File: src/rtl/casc_irq_pkg.sv
package casc_irq_pkg;
  localparam int GRP_W   = 8;
  localparam int N_MASK  = 4;
  localparam int N_TMR   = 2;
  // register byte offsets
  localparam logic [7:0] OFF_L0_STAT = 8'h00;
  localparam logic [7:0] OFF_L1_STAT = 8'h08;
  localparam logic [7:0] OFF_MP_STAT = 8'h10;
  localparam logic [7:0] OFF_TCLR    = 8'h1C;
  // mask index: 0 local0, 1 local1, 2 mapped0, 3 mapped1
  localparam logic [7:0] OFF_MP_MASK0 = 8'h14;

  function automatic logic [7:0] mask_off(input int idx);
    case (idx)
      0:       mask_off = 8'h04;
      1:       mask_off = 8'h0C;
      default: mask_off = OFF_MP_MASK0 + 8'((idx - 2) * 4);
    endcase
  endfunction
endpackage

File: src/rtl/casc_irq_sync.sv
module casc_irq_sync #(
  parameter int W = 8
) (
  input  logic         clk,
  input  logic         rst_n,
  input  logic [W-1:0] d,
  output logic [W-1:0] q
);
  logic [W-1:0] meta_q;

  always_ff @(posedge clk or negedge rst_n) begin
    if (!rst_n) begin
      meta_q <= '0;
      q      <= '0;
    end else begin
      meta_q <= d;
      q      <= meta_q;
    end
  end
endmodule

File: src/rtl/casc_irq_tmr.sv
module casc_irq_tmr #(
  parameter int N = 2
) (
  input  logic         clk,
  input  logic         rst_n,
  input  logic [N-1:0] set,
  input  logic [N-1:0] clr,
  output logic [N-1:0] q
);
  for (genvar k = 0; k < N; k++) begin : g_bit
    logic nxt;
    always_comb begin
      nxt = q[k];
      if (clr[k]) nxt = 1'b0;
      if (set[k]) nxt = 1'b1;
    end
    always_ff @(posedge clk or negedge rst_n) begin
      if (!rst_n) q[k] <= 1'b0;
      else        q[k] <= nxt;
    end


    set_wins_chk: assert property (@(posedge clk) disable iff (!rst_n)
      set[k] |=> q[k]);

    clr_drops_chk: assert property (@(posedge clk) disable iff (!rst_n)
      (clr[k] && !set[k]) |=> !q[k]);
  end
endmodule

File: src/rtl/casc_irq_ctrl.sv
module casc_irq_ctrl
  import casc_irq_pkg::*;
#(
  parameter int ADDR_W = 6,
  parameter int DATA_W = 32
) (
  input  logic              clk,
  input  logic              rst_n,
  input  logic [15:0]       lcl_req,
  input  logic [7:0]        map_req,
  input  logic [1:0]        tmr_pulse,
  input  logic [ADDR_W-1:0] reg_addr,
  input  logic [DATA_W-1:0] reg_wdata,
  input  logic              reg_we,
  output logic [DATA_W-1:0] reg_rdata,
  output logic [1:0]        cpu_irq
);
  localparam int CASC0_BIT = 7;
  localparam int CASC1_BIT = 3;

  logic [2*GRP_W-1:0] lcl_sync;
  logic [GRP_W-1:0]   map_sync;
  logic [N_TMR-1:0]   tmr_q, tmr_clr;
  logic [GRP_W-1:0]   mask_q [N_MASK];
  logic [GRP_W-1:0]   l0_stat, l1_stat;
  logic               casc0, casc1;
  logic [DATA_W-1:0]  rdata_d;
  logic               unused_wdata_hi;

  assign unused_wdata_hi = ^reg_wdata[DATA_W-1:GRP_W];

  casc_irq_sync #(.W(2*GRP_W)) u_lcl_sync (
    .clk(clk), .rst_n(rst_n), .d(lcl_req), .q(lcl_sync));
  casc_irq_sync #(.W(GRP_W)) u_map_sync (
    .clk(clk), .rst_n(rst_n), .d(map_req), .q(map_sync));

  assign tmr_clr = (reg_we && reg_addr == ADDR_W'(OFF_TCLR)) ? reg_wdata[N_TMR-1:0] : '0;

  casc_irq_tmr #(.N(N_TMR)) u_tmr (
    .clk(clk), .rst_n(rst_n), .set(tmr_pulse), .clr(tmr_clr), .q(tmr_q));

  // mask registers, one per decoded offset
  for (genvar g = 0; g < N_MASK; g++) begin : g_mask
    logic             hit;
    logic [GRP_W-1:0] nxt;
    assign hit = reg_we && (reg_addr == ADDR_W'(mask_off(g)));
    always_comb begin
      nxt = mask_q[g];
      if (hit) nxt = reg_wdata[GRP_W-1:0];
    end
    always_ff @(posedge clk or negedge rst_n) begin
      if (!rst_n) mask_q[g] <= '0;
      else        mask_q[g] <= nxt;
    end
  end

  // cascade of the mapped group into the local groups
  assign casc0 = |(map_sync & mask_q[2]);
  assign casc1 = |(map_sync & mask_q[3]);

  always_comb begin
    l0_stat = lcl_sync[GRP_W-1:0];
    l0_stat[CASC0_BIT] = l0_stat[CASC0_BIT] | casc0;
    l1_stat = lcl_sync[2*GRP_W-1:GRP_W];
    l1_stat[CASC1_BIT] = l1_stat[CASC1_BIT] | casc1;
    l1_stat[N_TMR-1:0] = l1_stat[N_TMR-1:0] | tmr_q;
  end

  assign cpu_irq = {|(l1_stat & mask_q[1]), |(l0_stat & mask_q[0])};

  // registered read port
  always_comb begin
    rdata_d = '0;
    case (reg_addr)
      ADDR_W'(OFF_L0_STAT):  rdata_d[GRP_W-1:0] = l0_stat;
      ADDR_W'(OFF_L1_STAT):  rdata_d[GRP_W-1:0] = l1_stat;
      ADDR_W'(OFF_MP_STAT):  rdata_d[GRP_W-1:0] = map_sync;
      ADDR_W'(mask_off(0)):  rdata_d[GRP_W-1:0] = mask_q[0];
      ADDR_W'(mask_off(1)):  rdata_d[GRP_W-1:0] = mask_q[1];
      ADDR_W'(mask_off(2)):  rdata_d[GRP_W-1:0] = mask_q[2];
      ADDR_W'(mask_off(3)):  rdata_d[GRP_W-1:0] = mask_q[3];
      default:               rdata_d = '0;
    endcase
  end

  always_ff @(posedge clk or negedge rst_n) begin
    if (!rst_n) reg_rdata <= '0;
    else        reg_rdata <= rdata_d;
  end


  always @(posedge clk) begin
    if (!rst_n) begin
      rst_quiet_chk: assert (cpu_irq == 2'b00);
    end
  end

  casc0_irq_chk: assert property (@(posedge clk) disable iff (!rst_n)
    (|(map_sync & mask_q[2]) && mask_q[0][CASC0_BIT]) |-> cpu_irq[0]);

  casc1_irq_chk: assert property (@(posedge clk) disable iff (!rst_n)
    (|(map_sync & mask_q[3]) && mask_q[1][CASC1_BIT]) |-> cpu_irq[1]);

  stat_wr_ign_chk: assert property (@(posedge clk) disable iff (!rst_n)
    (reg_we && (reg_addr == ADDR_W'(OFF_L0_STAT) || reg_addr == ADDR_W'(OFF_L1_STAT) ||
                reg_addr == ADDR_W'(OFF_MP_STAT)))
    |=> ($stable(mask_q[0]) && $stable(mask_q[1]) && $stable(mask_q[2]) && $stable(mask_q[3])));

  tclr_rd_zero_chk: assert property (@(posedge clk) disable iff (!rst_n)
    (reg_addr == ADDR_W'(OFF_TCLR)) |=> (reg_rdata == '0));
endmodule

File: config.mk
export PLATFORM = sky130hd
export DESIGN_NAME = casc_irq_ctrl
export DESIGN_NICKNAME = d
export VERILOG_FILES = /design/src/rtl/casc_irq_pkg.sv /design/src/rtl/casc_irq_sync.sv /design/src/rtl/casc_irq_tmr.sv /design/src/rtl/casc_irq_ctrl.sv
export SDC_FILE = /design/constraint.sdc
export NUM_CORES = 1
export LEC_CHECK = 0
export BUFFER_PORTS_ARGS = -buffer_cell sky130_fd_sc_hd__buf_4
export CAP_MARGIN = 30
export CORE_UTILIZATION = 38
export CTS_BUF_LIST = sky130_fd_sc_hd__clkbuf_16
export CTS_CLUSTER_DIAMETER = 100
export DETAILED_ROUTE_END_ITERATION = 16
export GPL_ROUTABILITY_DRIVEN = 0
export SLEW_MARGIN = 0
export SYNTH_ARGS = -nofsm -noshare
export SYNTH_HDL_FRONTEND = slang
export SYNTH_SLANG_ARGS = --single-unit
File: constraint.sdc
create_clock -name clk -period 1.37 [get_ports clk]
set_input_delay 0.137 -clock clk [delete_from_list [all_inputs] [get_ports clk]]
set_output_delay 0.137 -clock clk [all_outputs]
set_load 0.005 [all_outputs]
; Word-level counts from Yosys, hierarchy flattened
; Index checks and enable logic that the tools add are counted.
[op_classes]
eq_ne = 7
muxes = 6
n_bitwise = 7
reduce_logical = 12
[op_table]
columns = operator, n
row1 = 8-bit case mux with 7 select lines, 1
row2 = 8-bit bitwise AND, 4
row3 = 8-bit OR reduction, 4
row4 = "6-bit by 5-bit == test with 1-bit output, second input constant", 4
row5 = "6-bit by 4-bit == test with 1-bit output, second input constant", 2
row6 = "6-bit by 3-bit == test with 1-bit output, second input constant", 1
row7 = 6-bit logical NOT, 1
row8 = 1-bit logical AND, 5
row9 = 1-bit 2-to-1 mux, 4
row10 = 2-bit nonzero test, 2
row11 = 2-bit 2-to-1 mux, 1
row12 = 1-bit bitwise OR, 2
row13 = 2-bit bitwise OR, 1
[totals]
regBits = 90
in_bits = 67
output_inout_bits = 34

; Depth between registers and ports, before layout
[depth]
ltp_word = 5
ltp_mapped = 6
mapped_depth_nobuf = 4

; By module
; From an unflattened synthesis, not the netlist that was laid out.
[unflattened]
cells_unflattened = 256
hier_area_um2 = 3592.2
[by_module_without_submodules]
columns = mod, instances, cells_per_inst, area_each_um2
row1 = casc_irq_ctrl, 1, 202, 2318.5
row2 = casc_irq_sync at u_lcl_sync, 1, 32, 800.8
row3 = casc_irq_sync at u_map_sync, 1, 16, 400.4
row4 = casc_irq_tmr, 1, 6, 72.6

; Worst setup path before layout
; Ideal clock, no wire load.
[synth_timing]
path_type = input to register
from = input reg_addr[5]
to = register mask_q[24] (netlist bit)
t_arrival_ps = 1442
required_ps = 1245
setup_slack_ps = -196
stages = 4
cell_sequence = or3_1 > buf_6 > nor4_4 > mux2_2
[synth_between]
elab_chain_cells = 2
[synth_lines]
columns = item, line_no
row1 = start: declaration, casc_irq_ctrl.sv:12  ; input logic [ADDR_W-1:0] reg_addr,
row2 = 6-bit by 3-bit == test with 1-bit output, casc_irq_ctrl.sv:46  ; assign hit = reg_we && (reg_addr == ADDR_W'(mask_off(g)));
row3 = 1-bit logical AND, casc_irq_ctrl.sv:46
row4 = end signal: indexed assignment, casc_irq_ctrl.sv:53  ; else mask_q[g] <= nxt;
row5 = end: declaration, casc_irq_ctrl.sv:24  ; logic [GRP_W-1:0] mask_q [N_MASK];
; Every way passes these cells.
; A chain may end at the register's enable or synchronous reset.

; Final worst setup path
[layout_timing]
from = register mask_q[8] (netlist bit)
to = output cpu_irq[0]
[layout_between]
elab_chain_cells = 5
[layout_lines]
columns = item, line_no
row1 = 8-bit bitwise AND, casc_irq_ctrl.sv:58  ; assign casc0 = |(map_sync & mask_q[2]);
row2 = 8-bit OR reduction, casc_irq_ctrl.sv:58
row3 = 1-bit bitwise OR, casc_irq_ctrl.sv:63  ; l0_stat[CASC0_BIT] = l0_stat[CASC0_BIT] | casc0;
row4 = 8-bit bitwise AND, casc_irq_ctrl.sv:69  ; assign cpu_irq = {|(l1_stat & mask_q[1]), |(l0_stat & mask_q[0])};
row5 = 8-bit OR reduction, casc_irq_ctrl.sv:69
row6 = end: declaration, casc_irq_ctrl.sv:16  ; output logic [1:0] cpu_irq
; Every way passes these cells.

==> flow_summary.json <==
{
  "hold_viol_final": 0,
  "initial_core_util_pct": 40.0,
  "synthTopCellsByArea": "dfrtp_1, mux2_2, buf_4, mux4_2, mux2i_1",
  "core_um2": 8890,
  "io_pins": 101,
  "post-place-cells": 433,
  "synth_area_per_cell_um2": 14.4,
  "cts_tree": "yes",
  "r2r_slack_ps": -170,
  "htreeDepth": 3,
  "synth-seq-area-share_pct": 63.4,
  "fmax_ghz": 0.497,
  "cap_violations": 0,
  "final_layout_size_suffix_gt1_share_pct": 42.5,
  "p_leak_nw": 2.33,
  "period_share_pct": 147,
  "grt_max_degree": 91,
  "drc": 0,
  "ant_nets": 0,
  "clock_path_buffers": 2,
  "startpoint_type": "register",
  "endpoint_kind": "output port",
  "irDropWorstVdd_mv": 0.771,
  "grt_usage_pct": 17.0,
  "min_to": "mask_q[31]",
  "area_growth_pct": 39.0,
  "ys_ff_latch": 90,
  "hold_start": "reg_wdata[7]",
  "numCtsBuffers": 9,
  "first_global_vias": 2332,
  "wl_per_cell_um": 15.8,
  "path_clk_slew_ps": 70,
  "antenna_found_initial": 0,
  "syn_inst": 247,
  "whs_ps": 44.2,
  "netlist_area_um2": 3550,
  "initialDrtViolationCount": 143,
  "status": "finished with violations",
  "finalNonFillerCells": 477,
  "critical_path.max_fanout": 3,
  "stdcell_area_um2": 4940,
  "synth_top_cell_by_area": "dfrtp_1",
  "power_density_nw_per_um2": 1350,
  "setup_violations": 5,
  "diodes": 0,
  "vias": 2314,
  "finalNetCount": 431,
  "reg2reg_from": "mask_q[8]",
  "grt.overflow.total": 0,
  "post-route-min-period_ps": 2010,
  "via_per_inst": 4.85,
  "clock_latency_ps": 340,
  "hpwl_mm": 5.22,
  "fillCellCount": 711,
  "hold_depth": 3,
  "routed_wl_mm": 7.53,
  "fp.dieW_um": 98.7,
  "die_area_um2": 9740,
  "clock_skew_ps": 6.29,
  "critPathArrivalTime_ps": 1880,
  "r2r_cells": 6,
  "placed_area_um2": 4270,
  "hold_class": "in2reg",
  "ys_types": 35,
  "grt_pass1_wl_mm": 12.2,
  "required_ps": 1230,
  "clock_sinks": 90,
  "port_buffers": 52,
  "r2r_end": "reg_rdata[7]",
  "die_h_um": 98.7,
  "finalMaxSlewViolations": 0,
  "synth_warnings": 0,
  "rsz0062_at_grt": "yes",
  "worst_slack_ps": -644,
  "clockRootBuffer": "clkbuf_16",
  "yosys.area.top_type_share_pct": 63.4,
  "violations": "negative setup slack",
  "crit_type": "reg2out",
  "drt_first_pass_iters": 4,
  "rows": 34
}
-- area by class of cell --
| cell class | instances | area [µm²] | area share (%) |
|---|---|---|---|
| Sequential cell | 90 | 2250 | 45.6 |
| Multi-Input combinational cell | 145 | 1210 | 24.5 |
| Timing Repair Buffer | 116 | 996 | 20.2 |
| Clock buffer | 9 | 225 | 4.56 |
| Tap cell | 108 | 135 | 2.73 |
| Clock inverter | 7 | 116 | 2.36 |
| Inverter | 2 | 7.51 | 0.152 |
-- synthesized netlist by cell type --
library cell  count
buf_4            24
conb_1            1
clkbuf_1          2
nor2_2            1
mux2_2           31
o211a_1           1
nor2b_1           1
or2_2             2
inv_1             2
buf_1             2
a211oi_1          8
or3_1             1
a21oi_1           7
buf_2             3
o2111ai_1         2
or4_2             1
nor2_1           11
o211ai_1          1
dfrtp_1          90
and3_1            2
o21ai_0           3
nor4_4            1
buf_6             1
mux4_2            7
nand3_1           2
nor3_2            1
a22oi_1           6
nand2_1          10
a222oi_1          5
mux2i_1           9
o22ai_1           2
clkbuf_2          1
nor3_1            1
a21o_1            2
nand3b_1          3
-- registers in the layout, indices dropped and copies added, names as in the netlist --
register,count
mask_q,32
reg_rdata,8
u_lcl_sync.meta_q,16
u_lcl_sync.q,16
u_map_sync.meta_q,8
u_map_sync.q,8
u_tmr.q,2
-- what timing repair did --
item	in CTS	in global routing
resized for setup	7	4
cloned	0	0
pin swaps	9	1
endpoints found under the setup margin	6	6
hold buffers	27	0
endpoints found under the hold margin	116	0
buffers inserted	1	1
-- metrics by stage --
step                      setup WS [ps]  total power [mW]  TNS (ps)  util [%]
after detailed placement           -331              3.80     -5590      48.0
after global placement             -226              3.78     -4630      48.0
after CTS                          -659              6.70     -1420      55.3
after global routing               -762              6.95     -1910      55.6
after floorplan                    -123              3.41      -936         -
final                              -644              6.66     -1470      55.6
-- critical path, cell delays in order (launching register included) --
cell       delay, ps
dfrtp_1          390
a222oi_1         390
nand3_1          170
a211oi_2         170
buf_4            150
o2111ai_2        110
buf_4            170
-- cell usage in the layout (no fill, tap or decap), types with 3 or more instances in the layout --
cell	count
a222oi_1	5
bufinv_16	3
a22oi_1	6
conb_1	24
a211oi_2	3
nand3b_1	3
nand2_1	10
mux4_2	7
dfrtp_1	90
clkbuf_16	9
dlygate4sd3_1	27
a211oi_1	5
o21ai_0	3
nor2_1	10
buf_12	4
mux2_2	31
buf_4	83
a21oi_1	7
mux2i_1	9
-- worst max-delay path by stage --
stage / startpoint / endpoint / slack [ps] / cells past startpoint
after floorplan: reg_addr[5] / mask_q[24] / -120 / 4
after global placement: u_map_sync.q[0] / cpu_irq[0] / -230 / 6
after detailed placement: u_map_sync.q[0] / cpu_irq[0] / -330 / 6
after CTS: mask_q[8] / cpu_irq[0] / -660 / 6
after global routing: mask_q[8] / cpu_irq[0] / -760 / 6
final: mask_q[8] / cpu_irq[0] / -640 / 6
-- report_power, final --
group	internal (mW)	switching [mW]
Clock	1.78	1.02
Sequential	2.86	0.126
Combinational	0.511	0.354
Total	5.16	1.51
-- cell families after synthesis --
logic type | synth area share [%]
DFF | 63.4
muxes | 16.8
AOI/OAI and AO/OA | 7.53
and+or+nand+nor | 5.63
buffers and inverters | 6.58
other | 0.105
-- metal layers --
metal  track usage (%)  share of wire [%]  up-vias
li1                  -                  -     1076
met1              23.4                 46     1149
met2              26.0                 47       80
met3              5.18                5.1        9
met4              5.51                1.4        0
met5                 0                  0        -
Note: power is estimated with default switching activity, not from simulation.
